[config.mk]
export PLATFORM = sky130hd
export DESIGN_NAME = rx_err_fifo
export DESIGN_NICKNAME = d
export VERILOG_FILES = /design/src/rtl/rx_err_fifo_pkg.sv /design/src/rtl/rx_fifo_store.sv /design/src/rtl/rx_err_status.sv /design/src/rtl/rx_rts_ctrl.sv /design/src/rtl/rx_err_fifo.sv
export SDC_FILE = /design/constraint.sdc
export NUM_CORES = 1
export LEC_CHECK = 0
export BUFFER_PORTS_ARGS = -buffer_cell sky130_fd_sc_hd__buf_2
export CORE_ASPECT_RATIO = 1.25
export CORE_MARGIN = 2
export CORE_UTILIZATION = 40
export CTS_BUF_LIST = sky130_fd_sc_hd__clkbuf_4 sky130_fd_sc_hd__clkbuf_8
export DETAILED_ROUTE_END_ITERATION = 7
export GPL_ROUTABILITY_DRIVEN = 0
export GPL_TIMING_DRIVEN = 0
export PLACE_DENSITY = 0.64
export SYNTH_ARGS = -nofsm -noshare
export SYNTH_HDL_FRONTEND = slang
export SYNTH_SLANG_ARGS = --single-unit
[constraint.sdc]
create_clock -name clk_i -period 3.6 [get_ports clk_i]
set_input_delay 0.72 -clock clk_i [delete_from_list [all_inputs] [get_ports clk_i]]
set_output_delay 0.72 -clock clk_i [all_outputs]
set_load 0.05 [all_outputs]
[src/rtl/rx_err_fifo_pkg.sv]
package rx_err_fifo_pkg;
  typedef struct packed {
    logic brk;
    logic frm;
    logic par;
  } rx_flags_t;

  localparam rx_flags_t FLAGS_NONE = '{brk: 1'b0, frm: 1'b0, par: 1'b0};
endpackage

[src/rtl/rx_fifo_store.sv]
module rx_fifo_store
  import rx_err_fifo_pkg::*;
#(
  parameter int DEPTH  = 8,
  parameter int DATA_W = 8
) (
  input  logic              clk_i,
  input  logic              rst_ni,
  input  logic              wr_i,
  input  logic [DATA_W-1:0] wr_data_i,
  input  rx_flags_t         wr_flags_i,
  input  logic              rd_i,
  output logic [DATA_W-1:0] rd_data_o,
  output rx_flags_t         rd_flags_o,
  output logic              full_o,
  output logic              empty_o
);
  localparam int PTR_W = (DEPTH > 1) ? $clog2(DEPTH) : 1;
  localparam int CNT_W = $clog2(DEPTH + 1);
  localparam logic [PTR_W-1:0] PTR_LAST = PTR_W'(DEPTH - 1);
  localparam logic [CNT_W-1:0] CNT_FULL = CNT_W'(DEPTH);

  logic [DATA_W-1:0] data_q  [DEPTH];
  rx_flags_t         flags_q [DEPTH];
  logic [PTR_W-1:0]  wr_ptr_q, rd_ptr_q;
  logic [CNT_W-1:0]  cnt_q;

  function automatic logic [PTR_W-1:0] ptr_inc(input logic [PTR_W-1:0] p);
    return (p == PTR_LAST) ? '0 : p + 1'b1;
  endfunction

  for (genvar g = 0; g < DEPTH; g++) begin : g_slot
    always_ff @(posedge clk_i or negedge rst_ni) begin
      if (!rst_ni) begin
        data_q[g]  <= '0;
        flags_q[g] <= FLAGS_NONE;
      end else if (wr_i && (wr_ptr_q == PTR_W'(g))) begin
        data_q[g]  <= wr_data_i;
        flags_q[g] <= wr_flags_i;
      end
    end
  end

  always_ff @(posedge clk_i or negedge rst_ni) begin
    if (!rst_ni) begin
      wr_ptr_q <= '0;
      rd_ptr_q <= '0;
      cnt_q    <= '0;
    end else begin
      if (wr_i) wr_ptr_q <= ptr_inc(wr_ptr_q);
      if (rd_i) rd_ptr_q <= ptr_inc(rd_ptr_q);
      case ({wr_i, rd_i})
        2'b10:   cnt_q <= cnt_q + 1'b1;
        2'b01:   cnt_q <= cnt_q - 1'b1;
        default: cnt_q <= cnt_q;
      endcase
    end
  end

  assign full_o     = (cnt_q == CNT_FULL);
  assign empty_o    = (cnt_q == '0);
  assign rd_data_o  = data_q[rd_ptr_q];
  assign rd_flags_o = flags_q[rd_ptr_q];
endmodule

[src/rtl/rx_err_status.sv]
module rx_err_status
  import rx_err_fifo_pkg::*;
(
  input  logic      clk_i,
  input  logic      rst_ni,
  input  logic      block_mode_i,
  input  logic      empty_i,
  input  rx_flags_t top_flags_i,
  input  logic      push_ok_i,
  input  rx_flags_t push_flags_i,
  input  logic      ovr_evt_i,
  input  logic      clr_i,
  output rx_flags_t stat_o,
  output logic      overrun_o
);
  rx_flags_t acc_q, acc_base;
  logic      ovr_q;

  // clear first, then fold in a same-cycle push
  always_comb begin
    acc_base = clr_i ? FLAGS_NONE : acc_q;
    if (push_ok_i) acc_base = acc_base | push_flags_i;
  end

  always_ff @(posedge clk_i or negedge rst_ni) begin
    if (!rst_ni) begin
      acc_q <= FLAGS_NONE;
      ovr_q <= 1'b0;
    end else begin
      acc_q <= acc_base;
      if (ovr_evt_i)  ovr_q <= 1'b1;
      else if (clr_i) ovr_q <= 1'b0;
    end
  end

  always_comb begin
    if (block_mode_i)  stat_o = acc_q;
    else if (empty_i)  stat_o = FLAGS_NONE;
    else               stat_o = top_flags_i;
  end

  assign overrun_o = ovr_q;
endmodule

[src/rtl/rx_rts_ctrl.sv]
module rx_rts_ctrl (
  input  logic clk_i,
  input  logic rst_ni,
  input  logic auto_en_i,
  input  logic rts_on_i,
  input  logic full_i,
  input  logic start_det_i,
  output logic rts_no
);
  logic armed_q;

  always_ff @(posedge clk_i or negedge rst_ni) begin
    if (!rst_ni)                               armed_q <= 1'b0;
    else if (!full_i || !auto_en_i)            armed_q <= 1'b0;
    else if (start_det_i && rts_on_i)          armed_q <= 1'b1;
  end

  // release is combinational on full so a freed slot lowers RTSN at once
  assign rts_no = !rts_on_i || (armed_q && full_i && auto_en_i);
endmodule

[src/rtl/rx_err_fifo.sv]
module rx_err_fifo
  import rx_err_fifo_pkg::*;
#(
  parameter int DEPTH  = 8,
  parameter int DATA_W = 8
) (
  input  logic              clk_i,
  input  logic              rst_ni,
  input  logic              push_i,
  input  logic [DATA_W-1:0] push_data_i,
  input  logic              push_brk_i,
  input  logic              push_frm_i,
  input  logic              push_par_i,
  input  logic              start_det_i,
  input  logic              pop_i,
  input  logic              block_mode_i,
  input  logic              auto_rts_en_i,
  input  logic              rts_on_i,
  input  logic              err_clr_i,
  output logic [DATA_W-1:0] top_data_o,
  output logic              stat_brk_o,
  output logic              stat_frm_o,
  output logic              stat_par_o,
  output logic              overrun_o,
  output logic              full_o,
  output logic              empty_o
  ,output logic             rts_no
);
  rx_flags_t         push_flags, top_flags, stat;
  logic [DATA_W-1:0] top_data;
  logic              full, empty, pop_ok, push_ok, ovr_evt;

  assign push_flags = '{brk: push_brk_i, frm: push_frm_i, par: push_par_i};
  assign pop_ok     = pop_i && !empty;
  assign push_ok    = push_i && (!full || pop_ok);
  assign ovr_evt    = push_i && full && !pop_ok;

  rx_fifo_store #(.DEPTH(DEPTH), .DATA_W(DATA_W)) u_store (
    .clk_i      (clk_i),
    .rst_ni     (rst_ni),
    .wr_i       (push_ok),
    .wr_data_i  (push_data_i),
    .wr_flags_i (push_flags),
    .rd_i       (pop_ok),
    .rd_data_o  (top_data),
    .rd_flags_o (top_flags),
    .full_o     (full),
    .empty_o    (empty)
  );

  rx_err_status u_status (
    .clk_i        (clk_i),
    .rst_ni       (rst_ni),
    .block_mode_i (block_mode_i),
    .empty_i      (empty),
    .top_flags_i  (top_flags),
    .push_ok_i    (push_ok),
    .push_flags_i (push_flags),
    .ovr_evt_i    (ovr_evt),
    .clr_i        (err_clr_i),
    .stat_o       (stat),
    .overrun_o    (overrun_o)
  );

  rx_rts_ctrl u_rts (
    .clk_i       (clk_i),
    .rst_ni      (rst_ni),
    .auto_en_i   (auto_rts_en_i),
    .rts_on_i    (rts_on_i),
    .full_i      (full),
    .start_det_i (start_det_i),
    .rts_no      (rts_no)
  );

  assign top_data_o = empty ? '0 : top_data;
  assign stat_brk_o = stat.brk;
  assign stat_frm_o = stat.frm;
  assign stat_par_o = stat.par;
  assign full_o     = full;
  assign empty_o    = empty;
endmodule

==> qor.csv <==
stage;metric;value;unit
placed_design;dp.cells;539;
logic_synthesis;synth_cell_type_count;39;
global_routing;track_usage;0.163;
cells_and_area;nets;417;
global_routing;grt_max_degree;74;
clocking;cts_buffer_depth;2;
global_routing;antenna_found_initial;0;
drt;first_iter_violations;109;
clocking;cts_sinks;103;
setup_path;cp_slowest_cell;buf_1;
setup_path;worst-path-max-fanout;10;
cells_and_area;syn_to_final_growth;11.3;%
drt;drtPass1Iterations;4;
drt;top_layer_used;met4;
setup_path;critPathTopFamily;buffers and inverters;
sta;worstMarginPinSlew;0.766;ns
logic_synthesis;synthAdderAreaFrac;0.0277;
cells_and_area;finalNonFillerCells;553;
logic_synthesis;synth.area.top_cells;dfrtp_1 (52%), mux2_2 (19%), mux4_2 (8.6%);
global_routing;grt-ovfl-total;0;
power_and_ir_drop;vdd_ir_drop_max;0.405;mV
floorplan;row_count;45;
power_and_ir_drop;power.leakage;2.49;nW
drt;route.met3.wl;206;um
clocking;cts_hold_buf;0;
logic_synthesis;synth-warning-count;0;
power_and_ir_drop;combPwrFrac;0.482;
logic_synthesis;synth_top_area_frac;0.520;
floorplan;coreArea;0.0121;mm2
logic_synthesis;synth_edf_count;0;
run_status;status;completed;
drt;routed_via_density;5.26;
sta;drv_slew;0;
drt;dr_wl_met2;5230;um
setup_path;slowest_delay;0.57;ns
setup_path;crit_path_end_kind;primary output;
logic_synthesis;synth_compound_area_frac;0.0401;
drt;drc_errors;0;
sta;rsz0062_at_grt;false;
sta;min_period_over_period;0.910;
power_and_ir_drop;swShare;0.383;
power_and_ir_drop;intPower;3.21;mW
drt;wl_met1;4600;um
logic_synthesis;synth_ff_type;dfrtp_1;
logic_synthesis;synthMuxAreaShare;0.309;
clocking;cts-root-buf;clkbuf_8;
sta;min_period;3.28;ns
drt;vias;2910;
floorplan;die_area;0.0133;mm2
power_and_ir_drop;p_per_area;941;mW/mm2
floorplan;die_w;104;um
sta;hold_ws;0.296;ns
placed_design;dp_hpwl;6750;um
logic_synthesis;yosysTopAreaCell;dfrtp_1;
logic_synthesis;synth_top_family_by_area;multiplexers;
sta;setup_viol;0;
clocking;post_cts_buffers;0;
setup_path;critical_path_buf_inv_count;3;
global_routing;grt_pass1_wl;16700;um
sta;fmax;0.305;GHz
logic_synthesis;synth_xor_area_frac;0.00883;
sta;slew_headroom;0.490;
drt;wire_per_inst;18.4;um
clocking;htreeDepth;3;
logic_synthesis;seq_area_frac_synth;0.520;
logic_synthesis;syn_area_per_cell;14.5;um2
min_path;min_path_type;in2async;
setup_path;worstSetupPathType;reg2out;
cells_and_area;stdcell_area;0.00552;mm2
clocking;insertion_delay;0.36;ns
setup_path;crit_path_start_kind;register;
clocking;cts_tree;yes;
floorplan;top_level_ports;35;
setup_path;crit_required;2.88;ns
drt;antenna_left;0;
cells_and_area;final_core_util;0.456;
logic_synthesis;netlist_area;0.00496;mm2
logic_synthesis;synthArstFlopShare;1.00;
floorplan;dieHeight;129;um
placed_design;placed_cell_area;0.00535;mm2
power_and_ir_drop;seqPwrFrac;0.391;
logic_synthesis;synthCells;343;
setup_path;path_cells;clkbuf_1, buf_1, mux4_2, nand2_1, a21oi_1, buf_2;
global_routing;grt_pass1_vias;3166;
floorplan;start_util;0.410;
sta;fin_skew;0.00991;ns
clocking;cts_resized;0;
cells_and_area;n_fill_cell;1116;
power_and_ir_drop;pwr-share-clk;0.127;
placed_design;port_buffers;31;
logic_synthesis;yosys.area_share.simple;0.0590;
sta;setup-tns-final;0;ns
clocking;clkTransAtPathRegs;0.09;ns
logic_synthesis;syn_nets;374;
cells_and_area;num_antenna_cells;0;
sta;hold_viol;0;
drt;totalWireLength;10200;um
run;cap_violations;0;
cells_and_area;drive_gt1_frac;0.463;
logic_synthesis;ys_seq_elements;103;
clocking;cts-buffers-inserted;9;
power_and_ir_drop;power_switching;1.99;mW
setup_path;cp_data_arrival_time;2.56;ns
-- path summary, 6_finish.rpt --
path                                startpoint                  to  slack [ns]  cells after the start
max                        u_store.rd_ptr_q[1]       top_data_o[2]        0.32                      6
min                                     rst_ni  u_store.data_q[57]        0.30                      1
max reg2reg                   u_store.cnt_q[2]    u_store.cnt_q[2]        1.04                     11
min reg2reg                 u_status.overrun_o  u_status.overrun_o        0.50                      1
max in group asynchronous               rst_ni  u_store.data_q[24]        2.60                      2
min in group clk_i          u_status.overrun_o  u_status.overrun_o        0.50                      1
-- registers in the layout (all words and copies together) (netlist names) --
register / count
u_store.data_q: 64
u_status.acc_q: 3
u_store.wr_ptr_q: 3
u_store.cnt_q: 4
u_store.flags_q: 24
u_store.rd_ptr_q: 3
u_rts.armed_q: 1
u_status.overrun_o: 1
-- per-layer routing --
layer / track usage / vias up
li1: - / 1324
met1: 0.201 / 1539
met2: 0.296 / 37
met3: 0.0253 / 10
met4: 0.0556 / 0
met5: 0 / -
-- power by group through the flow --
stage,Combinational [mW],Sequential [mW],Clock [mW]
floorplan,2.02,1.96,0
global placement,2.47,2.01,0
detailed placement,2.53,2.05,0
CTS,2.54,2.03,0.683
global route,2.72,2.11,0.726
finish,2.51,2.03,0.660
-- layout make-up --
| type | instances | area, um2 | share of cell area |
|---|---|---|---|
| buffer | 21 | 149 | 0.0270 |
| inverter | 8 | 30.0 | 0.00544 |
| clock inverter | 1 | 5.00 | 0.000906 |
| tap | 164 | 205 | 0.0372 |
| clock buffer | 13 | 166 | 0.0301 |
| timing repair buffer | 32 | 185 | 0.0335 |
| multi-input combinational | 211 | 2200 | 0.399 |
| sequential | 103 | 2580 | 0.467 |
-- layout by cell type, fill, tap and decap left out, drive strengths merged, types with 4 or more instances in the layout --
cell type / instances
a21oi: 11
buf: 49
clkbuf: 17
dfrtp: 103
ha: 11
inv: 8
mux2: 92
mux4: 19
nand2: 27
nand3: 9
o21ai: 4
or3: 4
xor2: 4
-- worst reg2reg max path: cells and delay by family, from the launching register on --
| kind | cells | cell delay [ns] |
|---|---|---|
| AND/OR/NAND/NOR | 2 | 0.53 |
| adder cells (fa/ha/maj) | 2 | 0.47 |
| flip-flops | 1 | 0.46 |
| XOR/XNOR | 3 | 0.40 |
| buffers and inverters | 2 | 0.30 |
| AO/OA/AOI/OAI | 2 | 0.28 |
-- stage by stage --
| step | setup slack (ns) | power (mW) |
|---|---|---|
| after global placement | 0.656 | 4.48 |
| after floorplan | 0.811 | 3.98 |
| final | 0.323 | 5.20 |
| after CTS | 0.271 | 5.25 |
| after global routing | 0.158 | 5.55 |
| after detailed placement | 0.680 | 4.59 |
-- synth_stat cells, types with 2 or more instances --
cell / n
buf_4: 5
nor2b_1: 3
mux2_4: 10
ha_1: 11
mux4_2: 19
mux2_2: 82
o21ai_0: 4
a31oi_1: 2
a32o_1: 2
or3_1: 3
dfrtp_1: 103
xor2_1: 4
buf_1: 4
buf_8: 2
nand2b_1: 3
buf_2: 4
clkbuf_1: 4
a22o_2: 3
a21oi_1: 11
nand2_4: 2
mux2i_1: 3
nand2_1: 25
o2111ai_1: 2
nor2_1: 3
nand3_1: 8
inv_1: 8
-- cells by family after synthesis --
group                      count (synthesis)
DFF                                      103
buffers and inverters                     29
adders and majority gates                 11
AOI/OAI and AO/OA                         28
and+or+nand+nor                           53
muxes                                    114
xor gates and xnor gates                   5
(Power assumes the default switching activity.)
